### config.mk
export PLATFORM = sky130hd
export DESIGN_NAME = wire1_txn_master
export DESIGN_NICKNAME = d
export VERILOG_FILES = /design/src/rtl/wire1_pkg.sv /design/src/rtl/wire1_slot_engine.sv /design/src/rtl/wire1_collector.sv /design/src/rtl/wire1_txn_master.sv
export SDC_FILE = /design/constraint.sdc
export NUM_CORES = 1
export LEC_CHECK = 0
export CAP_MARGIN = 10
export CORE_ASPECT_RATIO = 2
export CORE_UTILIZATION = 49
export DETAILED_ROUTE_END_ITERATION = 12
export PLACE_DENSITY = 0.77
export RECOVER_POWER = 100
export SLEW_MARGIN = 20
export SYNTH_ARGS = -nofsm -noshare
export SYNTH_HDL_FRONTEND = slang
export SYNTH_SLANG_ARGS = --single-unit
### constraint.sdc
create_clock -name clk_i -period 7.6 [get_ports clk_i]
set_clock_uncertainty 0.1 [all_clocks]
set_input_delay 1.52 -clock clk_i [delete_from_list [all_inputs] [get_ports clk_i]]
set_output_delay 1.52 -clock clk_i [all_outputs]
set_load 0.05 [all_outputs]
### src/rtl/wire1_pkg.sv
package wire1_pkg;

  typedef enum logic [1:0] {
    SLOT_RST,
    SLOT_W0,
    SLOT_W1,
    SLOT_RD
  } slot_kind_t;

  typedef enum logic [2:0] {
    PH_IDLE,
    PH_RST,
    PH_WROM,
    PH_RROM,
    PH_WFN,
    PH_RFN,
    PH_POLL
  } phase_t;

  localparam logic [7:0] CMD_READ_ROM = 8'h33;
  localparam logic [7:0] CMD_CONVERT  = 8'h44;
  localparam logic [7:0] CMD_READ_PAD = 8'hBE;

endpackage

### src/rtl/wire1_slot_engine.sv
module wire1_slot_engine
  import wire1_pkg::*;
#(
  parameter int RST_LOW    = 480,
  parameter int RST_SAMPLE = 70,
  parameter int RST_HOLD   = 410,
  parameter int SLOT_LEN   = 70,
  parameter int W1_LOW     = 6,
  parameter int W0_LOW     = 60,
  parameter int RD_LOW     = 6,
  parameter int RD_WAIT    = 9
) (
  input  logic       clk_i,
  input  logic       rst_ni,
  input  logic       go_i,
  input  slot_kind_t kind_i,
  input  logic       line_i,
  output logic       active_o,
  output logic       last_o,
  output logic       bit_o,
  output logic       pull_o
);

  localparam int CW = $clog2(RST_LOW + RST_HOLD);
  localparam logic [CW-1:0] RST_LAST  = CW'(RST_LOW + RST_HOLD - 1);
  localparam logic [CW-1:0] SLOT_LAST = CW'(SLOT_LEN - 1);
  localparam logic [CW-1:0] RST_AT    = CW'(RST_LOW + RST_SAMPLE);
  localparam logic [CW-1:0] RD_AT     = CW'(RD_LOW + RD_WAIT);

  logic            active_q, active_d;
  logic [CW-1:0]   cnt_q, cnt_d;
  slot_kind_t      kind_q, kind_d;
  logic            bit_q, bit_d;
  logic            pull_q, pull_d;
  logic [CW-1:0]   last_at, samp_at;
  logic            last;

  function automatic logic [CW-1:0] low_of(slot_kind_t k);
    case (k)
      SLOT_RST: low_of = CW'(RST_LOW);
      SLOT_W0:  low_of = CW'(W0_LOW);
      SLOT_W1:  low_of = CW'(W1_LOW);
      default:  low_of = CW'(RD_LOW);
    endcase
  endfunction

  always_comb begin
    last_at = (kind_q == SLOT_RST) ? RST_LAST : SLOT_LAST;
    samp_at = (kind_q == SLOT_RST) ? RST_AT : RD_AT;
    last    = active_q && (cnt_q == last_at);
  end

  always_comb begin
    active_d = active_q;
    cnt_d    = cnt_q;
    kind_d   = kind_q;
    bit_d    = bit_q;
    if (!active_q) begin
      if (go_i) begin
        active_d = 1'b1;
        cnt_d    = '0;
        kind_d   = kind_i;
      end
    end else begin
      if (cnt_q == samp_at) bit_d = line_i;
      if (last) active_d = 1'b0;
      else      cnt_d = cnt_q + 1'b1;
    end
    pull_d = active_d && (cnt_d < low_of(kind_d));
  end

  always_ff @(posedge clk_i or negedge rst_ni) begin
    if (!rst_ni) begin
      active_q <= 1'b0;
      cnt_q    <= '0;
      kind_q   <= SLOT_RST;
      bit_q    <= 1'b1;
      pull_q   <= 1'b0;
    end else begin
      active_q <= active_d;
      cnt_q    <= cnt_d;
      kind_q   <= kind_d;
      bit_q    <= bit_d;
      pull_q   <= pull_d;
    end
  end

  assign active_o = active_q;
  assign last_o   = last;
  assign bit_o    = bit_q;
  assign pull_o   = pull_q;

endmodule

### src/rtl/wire1_collector.sv
module wire1_collector #(
  parameter int W = 64
) (
  input  logic         clk_i,
  input  logic         rst_ni,
  input  logic         shift_i,
  input  logic         bit_i,
  output logic [W-1:0] word_o
);

  logic [W-1:0] word_q, word_d;

  always_comb begin
    word_d = word_q;
    if (shift_i) word_d = {bit_i, word_q[W-1:1]};
  end

  always_ff @(posedge clk_i or negedge rst_ni) begin
    if (!rst_ni) word_q <= '0;
    else         word_q <= word_d;
  end

  assign word_o = word_q;

endmodule

### src/rtl/wire1_txn_master.sv
module wire1_txn_master
  import wire1_pkg::*;
#(
  parameter int CMD_BITS   = 8,
  parameter int ROM_BITS   = 64,
  parameter int FN_BITS    = 72,
  parameter int RST_LOW    = 480,
  parameter int RST_SAMPLE = 70,
  parameter int RST_HOLD   = 410,
  parameter int SLOT_LEN   = 70,
  parameter int W1_LOW     = 6,
  parameter int W0_LOW     = 60,
  parameter int RD_LOW     = 6,
  parameter int RD_WAIT    = 9
) (
  input  logic                clk_i,
  input  logic                rst_ni,
  input  logic                start_i,
  input  logic [7:0]          rom_cmd_i,
  input  logic [7:0]          fn_cmd_i,
  input  logic                line_i,
  output logic                pull_o,
  output logic                busy_o,
  output logic                done_o,
  output logic                fail_o,
  output logic [ROM_BITS-1:0] rom_word_o,
  output logic [FN_BITS-1:0]  fn_word_o
);

  localparam int IW  = $clog2(FN_BITS > ROM_BITS ? FN_BITS : ROM_BITS);
  localparam int CIW = $clog2(CMD_BITS);
  localparam logic [IW-1:0] CMD_LAST = IW'(CMD_BITS - 1);
  localparam logic [IW-1:0] ROM_LAST = IW'(ROM_BITS - 1);
  localparam logic [IW-1:0] FN_LAST  = IW'(FN_BITS - 1);

  logic [1:0] rsync_q;
  logic       rst_n;

  always_ff @(posedge clk_i or negedge rst_ni) begin
    if (!rst_ni) rsync_q <= 2'b00;
    else         rsync_q <= {rsync_q[0], 1'b1};
  end
  assign rst_n = rsync_q[1];

  phase_t        phase_q, phase_d;
  logic [IW-1:0] idx_q, idx_d;
  logic [7:0]    romc_q, romc_d, fnc_q, fnc_d;
  logic          done_q, done_d, fail_q, fail_d;

  logic          eng_active, eng_last, eng_bit, slot_go, cmd_bit;
  slot_kind_t    kind;

  assign busy_o  = (phase_q != PH_IDLE);
  assign slot_go = busy_o && !eng_active;
  assign cmd_bit = (phase_q == PH_WROM) ? romc_q[idx_q[CIW-1:0]] : fnc_q[idx_q[CIW-1:0]];

  always_comb begin
    case (phase_q)
      PH_RST:         kind = SLOT_RST;
      PH_WROM, PH_WFN: kind = cmd_bit ? SLOT_W1 : SLOT_W0;
      default:        kind = SLOT_RD;
    endcase
  end

  always_comb begin
    phase_d = phase_q;
    idx_d   = idx_q;
    romc_d  = romc_q;
    fnc_d   = fnc_q;
    done_d  = 1'b0;
    fail_d  = 1'b0;
    if (phase_q == PH_IDLE) begin
      if (start_i) begin
        phase_d = PH_RST;
        romc_d  = rom_cmd_i;
        fnc_d   = fn_cmd_i;
        idx_d   = '0;
      end
    end else if (eng_last) begin
      idx_d = idx_q + 1'b1;
      case (phase_q)
        PH_RST: begin
          idx_d = '0;
          if (eng_bit) begin
            phase_d = PH_IDLE;
            fail_d  = 1'b1;
          end else begin
            phase_d = PH_WROM;
          end
        end
        PH_WROM: if (idx_q == CMD_LAST) begin
          idx_d   = '0;
          phase_d = (romc_q == CMD_READ_ROM) ? PH_RROM : PH_WFN;
        end
        PH_RROM: if (idx_q == ROM_LAST) begin
          idx_d   = '0;
          phase_d = PH_WFN;
        end
        PH_WFN: if (idx_q == CMD_LAST) begin
          idx_d = '0;
          if (fnc_q == CMD_READ_PAD)     phase_d = PH_RFN;
          else if (fnc_q == CMD_CONVERT) phase_d = PH_POLL;
          else begin
            phase_d = PH_IDLE;
            done_d  = 1'b1;
          end
        end
        PH_RFN: if (idx_q == FN_LAST) begin
          phase_d = PH_IDLE;
          done_d  = 1'b1;
        end
        default: if (eng_bit) begin
          phase_d = PH_IDLE;
          done_d  = 1'b1;
        end
      endcase
    end
  end

  always_ff @(posedge clk_i or negedge rst_n) begin
    if (!rst_n) begin
      phase_q <= PH_IDLE;
      idx_q   <= '0;
      romc_q  <= '0;
      fnc_q   <= '0;
      done_q  <= 1'b0;
      fail_q  <= 1'b0;
    end else begin
      phase_q <= phase_d;
      idx_q   <= idx_d;
      romc_q  <= romc_d;
      fnc_q   <= fnc_d;
      done_q  <= done_d;
      fail_q  <= fail_d;
    end
  end

  wire1_slot_engine #(
    .RST_LOW(RST_LOW), .RST_SAMPLE(RST_SAMPLE), .RST_HOLD(RST_HOLD),
    .SLOT_LEN(SLOT_LEN), .W1_LOW(W1_LOW), .W0_LOW(W0_LOW),
    .RD_LOW(RD_LOW), .RD_WAIT(RD_WAIT)
  ) u_engine (
    .clk_i   (clk_i),
    .rst_ni  (rst_n),
    .go_i    (slot_go),
    .kind_i  (kind),
    .line_i  (line_i),
    .active_o(eng_active),
    .last_o  (eng_last),
    .bit_o   (eng_bit),
    .pull_o  (pull_o)
  );

  wire1_collector #(.W(ROM_BITS)) u_rom_word (
    .clk_i  (clk_i),
    .rst_ni (rst_n),
    .shift_i(eng_last && (phase_q == PH_RROM)),
    .bit_i  (eng_bit),
    .word_o (rom_word_o)
  );

  wire1_collector #(.W(FN_BITS)) u_fn_word (
    .clk_i  (clk_i),
    .rst_ni (rst_n),
    .shift_i(eng_last && (phase_q == PH_RFN)),
    .bit_i  (eng_bit),
    .word_o (fn_word_o)
  );

  assign done_o = done_q;
  assign fail_o = fail_q;

endmodule

==> flow_metrics.tcl, run 1 <==
set metrics [dict create \
    drive_gt1_frac 0.138 \
    syn_to_final_growth_pct 28.7 \
    synth-edff-count 0 \
    post-dp-hpwl_mm 11.7 \
    fp.dieH_um 180 \
    clkPwrFrac 0.467 \
    cts_resized 0 \
    route.detailed.drc 0 \
    hold_violations 0 \
    synth_area_leaders "dfrtp_1, mux2_1, mux2_2, buf_6, ha_1" \
    synth_most_common_cell "dfrtp_1" \
    grt_antenna_before_repair 0 \
    syn_inst 548 \
    ys_ff_latch 181 \
    final_nets 733 \
    grt.total_usage 0.211 \
    ioPinCount 160 \
    wl_met2_mm 9.46 \
    vias_per_cell 5.56 \
    synthFlopType "dfrtp_1" \
    synth_commonest_cells "dfrtp_1, mux2_1, mux2_2" \
    slew_headroom -1.26 \
    cts_buffers 17 \
    pwr-share-comb 0.014 \
    ctsRootBufferMaster "clkbuf_16" \
    status "finished, violations left" \
    avgSynthCellArea_sq_um 14.1 \
    worstReg2RegEnd "u_fn_word.word_o[42]" \
    r2r-start "u_engine.cnt_q[4]" \
    ys_types 57 \
    cp_data_arrival_time_ns 5.63 \
    netlist_area_sq_um 7740 \
    grt_max_degree 82 \
    portBuffers 159 \
    dieArea_sq_um 16300 \
    chipWidth_um 90.9 \
    crit_required_ns 7.78 \
    pwr-share-seq 0.519 \
    cap_viol_max_count 3 \
    clkSinkCount 181 \
    min_period_over_period 0.716 \
    clkTransAtPathRegs_ns 0.07 \
    grt_pass1_wl_mm 26.9 \
    pre_cts_ws_ns 3.98 \
    switching_share 0.211 \
    clk-insertion-delay-late_ns 0.42 \
    cp-end-kind "flop" \
    final_area_sq_um 9970 \
    r2r.worst_path.cells 5 \
    wl_met3_um 564 \
    overflow 0 \
    crit_type "reg2reg" \
    yosysTopAreaCell "dfrtp_1" \
    detail-route-antenna-nets 0 \
    p_sw_mw 0.393 \
    setup_ws_ns 2.16 \
    placedInstanceArea_sq_um 9390 \
    setup_viol 0 \
    whs_ns 0.257 \
    synth_top_area_share 0.582 \
    cellLeakagePower_nw 5.30 \
    top_layer_used "met4" \
    synth-warning-count 0 \
    drt-met1-wl_mm 5.62 \
    rsz0062_at_grt "false" \
    fin_util 0.648 \
    max_freq_mhz 184 \
    initial_core_util 0.504 \
    routabilityCongestion 0.899 \
    rows 64 \
    violations "max-capacitance violations, max-slew violations" \
    r2r_setup_slack_ns 2.16 \
    async_flop_share 1.00 \
    firstDrtPassIters 6 \
    cp-start-kind "flop" \
    cts_buffer_depth 2 \
    worst_pin_slew_ns 3.39 \
    drv_slew 201 \
    cts_setup_buffers 0 \
    core_area_sq_um 15400 \
    via_count 5082 \
    avgRoutedWirePerCell_um 17.8 \
    antenna-diode-count 0 \
    ir_worst_vdd_uv 135 \
    p_per_area_nw_per_um2 187 \
    crit_start "u_engine.cnt_q[4]" \
    seq_area_frac_synth 0.585 \
    cts_max_level 4 \
    period_minus_slack_ns 5.44 \
    hold_class "reg2reg" \
    internal_power_mw 1.47 \
    wl_mm 16.3 \
    first_iter_violations 238 \
    tns_ns 0 \
    synth_fp_nets 578 \
    cts_tree "done" \
    hold_buffers 0 \
    path_max_fanout 72 \
    grt_pass1_vias 5320 \
    endpoint "u_fn_word.word_o[42]" \
]
## stage by stage
stage / power, mW / instances
2_1_floorplan: 0.997 / 548
3_3_place_gp: 1.01 / 881
3_5_place_dp: 1.01 / 881
4_1_cts: 1.89 / 913
5_1_grt: 1.93 / 914
6_report: 1.87 / 914
## power groups by stage
stage | Combinational [mW] | Clock, mW | Sequential [mW]
after floorplan | 0.000777 | 0 | 0.996
after global placement | 0.0255 | 0 | 0.987
after detailed placement | 0.0266 | 0 | 0.987
after CTS | 0.0266 | 0.897 | 0.969
after global routing | 0.0306 | 0.935 | 0.969
final | 0.0264 | 0.871 | 0.969
## worst min-delay path by stage
| stage | startpoint | depth (start not counted) | endpoint | slack (ns) |
|---|---|---|---|---|
| floorplan | rsync_q[0] | 0 | rsync_q[1] | 0.23 |
| global placement | rsync_q[1] | 0 | u_fn_word.word_o[0] | 0.19 |
| detailed placement | rsync_q[1] | 0 | u_fn_word.word_o[0] | 0.20 |
| CTS | rsync_q[1] | 0 | u_fn_word.word_o[21] | 0.21 |
| global route | rsync_q[0] | 0 | rsync_q[1] | 0.27 |
| finish | rsync_q[0] | 0 | rsync_q[1] | 0.26 |
## registers in the layout, summed over array words and instances, names as in the netlist, 2 cells and up
| register | count |
|---|---|
| u_engine.cnt_q | 10 |
| u_fn_word.word_o | 72 |
| fnc_q | 8 |
| u_rom_word.word_o | 64 |
| u_engine.kind_q | 2 |
| phase_q | 3 |
| idx_q | 7 |
| romc_q | 8 |
| rsync_q | 2 |
## kinds of logic (layout without fill, tap and decap cells)
family	count (synthesis)	count (layout)	share of synthesized area
other	1	1	0.000484
AOI/OAI and AO/OA	62	62	0.0561
buffers and inverters	35	203	0.0310
muxes	164	164	0.244
DFF	181	181	0.585
and+or+nand+nor	92	92	0.0642
adders and majority gates	10	10	0.0162
xor gates and xnor gates	3	3	0.00339
## metal layers
| layer | vias up | global-route usage |
|---|---|---|
| met5 | - | 0 |
| met4 | 0 | 0.114 |
| met3 | 42 | 0.0393 |
| met2 | 174 | 0.395 |
| met1 | 2567 | 0.217 |
| li1 | 2299 | - |
## critical path, cell delays in order (launching register included)
cell,delay [ns]
dfrtp_1,0.48
or2_0,0.28
a211oi_1,0.33
o2111a_1,0.49
nand3_1,2.32
mux2_1,1.25
## layout by cell type (no fill, tap or decap), types with 6 or more instances in the layout
| cell type | n |
|---|---|
| a21oi_1 | 6 |
| clkdlybuf4s50_1 | 16 |
| nor2_1 | 15 |
| clkbuf_16 | 17 |
| inv_1 | 9 |
| nor3_1 | 9 |
| nand4_1 | 7 |
| ha_1 | 10 |
| o21ai_0 | 15 |
| nand2_1 | 27 |
| nand3_1 | 8 |
| mux2_1 | 95 |
| dfrtp_1 | 180 |
| dlygate4sd3_1 | 143 |
| a31oi_1 | 7 |
| mux2_2 | 60 |
## cell type report
| cell class | instances | area [sq um] |
|---|---|---|
| Clock inverter | 13 | 146 |
| Tap cell | 198 | 248 |
| Fill cell | 1172 | 5410 |
| Sequential cell | 181 | 4530 |
| Timing Repair Buffer | 162 | 1630 |
| Clock buffer | 19 | 443 |
| Inverter | 9 | 33.8 |
| Multi-Input combinational cell | 332 | 2940 |
Note: power is estimated with default switching activity, not from simulation.
==> run 2, diff against run 1 <==
==> constraint.sdc (replaced) <==
create_clock -name clk_i -period 5.65 [get_ports clk_i]
set_clock_uncertainty 0.1 [all_clocks]
set_input_delay 1.13 -clock clk_i [delete_from_list [all_inputs] [get_ports clk_i]]
set_output_delay 1.13 -clock clk_i [all_outputs]
set_load 0.05 [all_outputs]
==> flow_metrics.tcl, run 2 (synthesized netlist as in run 1, its figures left out) <==
set metrics [dict create \
    rows 64 \
    crit_type "reg2reg" \
    drv_slew 138 \
    hold_buffers 0 \
    final_cell_mix "dfrtp_1, dlygate4sd3_1, mux2_1" \
    syn_to_final_growth_pct 28.4 \
    placedInstanceArea_sq_um 9390 \
    final_area_sq_um 9940 \
    r2r.worst_path.cells 5 \
    post-dp-hpwl_mm 12.1 \
    p_per_area_nw_per_um2 248 \
    clkTransAtPathRegs_ns 0.08 \
    setup_viol 0 \
    ctsRootBufferMaster "clkbuf_16" \
    fp.dieH_um 180 \
    antenna-diode-count 0 \
    cts_buffers 17 \
    grt.total_usage 0.217 \
    tns_ns 0 \
    ioPinCount 160 \
    cp-start-kind "flop" \
    route.detailed.drc 0 \
    r2r-start "u_engine.cnt_q[9]" \
    rsz0062_at_grt "false" \
    avgRoutedWirePerCell_um 18.2 \
    cp-end-kind "flop" \
    cts_max_level 4 \
    grt_pass1_vias 5395 \
    vias_per_cell 5.56 \
    path_max_fanout 72 \
    core_area_sq_um 15400 \
    violations "max-capacitance violations, max-slew violations" \
    grt_max_degree 81 \
    worst_pin_slew_ns 1.76 \
    min_period_over_period 0.722 \
    r2r_setup_slack_ns 1.57 \
    grt_pass1_wl_mm 27.6 \
    initial_core_util 0.504 \
    chipWidth_um 90.9 \
    dieArea_sq_um 16300 \
    cts_resized 0 \
    routabilityCongestion 0.908 \
    hp-start "rsync_q[0]" \
    wl_mm 16.6 \
    status "finished, violations left" \
    cp_data_arrival_time_ns 4.27 \
    firstDrtPassIters 4 \
    hold_violations 0 \
    detail-route-antenna-nets 0 \
    worst_hold_path.num_cells 0 \
    cts_buffer_depth 2 \
    crit_required_ns 5.84 \
    cellLeakagePower_nw 5.28 \
    ir_worst_vdd_uv 196 \
    worstReg2RegEnd "u_fn_word.word_o[2]" \
    final_common_cell "dfrtp_1" \
    overflow 0 \
    largest_reg_flops 72 \
    clk-insertion-delay-late_ns 0.43 \
    cts_tree "done" \
    slew_headroom -0.173 \
    clkSinkCount 181 \
    portBuffers 159 \
    max_freq_mhz 245 \
    grt_antenna_before_repair 0 \
    first_iter_violations 201 \
    cap_viol_max_count 2 \
    cts_setup_buffers 0 \
    hold_class "reg2reg" \
    period_minus_slack_ns 4.08 \
    via_count 5077 \
    final_nets 732 \
    drive_gt1_frac 0.144 \
    min_delay_worst_endpoint "rsync_q[1]" \
]
-- run 2: final cells by class --
cell class,instances,area (sq um)
Tap cell,198,248
Clock buffer,17,425
Fill cell,1187,5440
Timing Repair Buffer,161,1610
Clock inverter,15,140
Inverter,9,33.8
Sequential cell,181,4530
Multi-Input combinational cell,332,2950
-- run 2: worst max-delay path by stage --
stage	from	endpoint	slack (ns)	cells after the start
6_report	u_engine.cnt_q[9]	u_fn_word.word_o[2]	1.57	5
3_5_place_dp	idx_q[0]	u_engine.pull_o	2.26	12
5_1_grt	u_engine.cnt_q[9]	u_fn_word.word_o[2]	1.21	5
3_3_place_gp	idx_q[0]	u_engine.pull_o	2.46	12
2_1_floorplan	rsync_q[1]	done_o	0.13	0
4_1_cts	phase_q[0]	busy_o	1.91	3
-- run 2: critical path, cell delays in order, from the launching register on --
cell and delay [ns]:
dfrtp_1 0.47, o21bai_1 0.21, nor4b_1 0.40, o2111a_1 0.49, nand3_2 1.34, mux2_1 0.88
-- run 2: stage by stage --
step	std cells	setup WS, ns	utilization	power (mW)	hold slack [ns]
6_report	913	1.57	0.646	2.46	0.278
3_5_place_dp	881	2.26	0.611	1.36	0.121
2_1_floorplan	548	0.135	-	1.34	0.231
5_1_grt	913	1.21	0.646	2.56	0.295
3_3_place_gp	881	2.46	0.611	1.36	0.108
4_1_cts	913	1.91	0.648	2.50	0.120
-- run 2: power breakdown --
group	switching, mW	internal [mW]
sequential	0.00434	1.30
combinational	0.0232	0.0131
clock	0.543	0.583
total	0.570	1.89
-- run 2: per-layer routing --
layer,up-vias,track usage,wire length (um)
met1,2563,0.221,5610
met4,0,0.136,824
met3,47,0.0415,601
li1,2305,-,-
met2,162,0.400,9560
met5,-,0,0
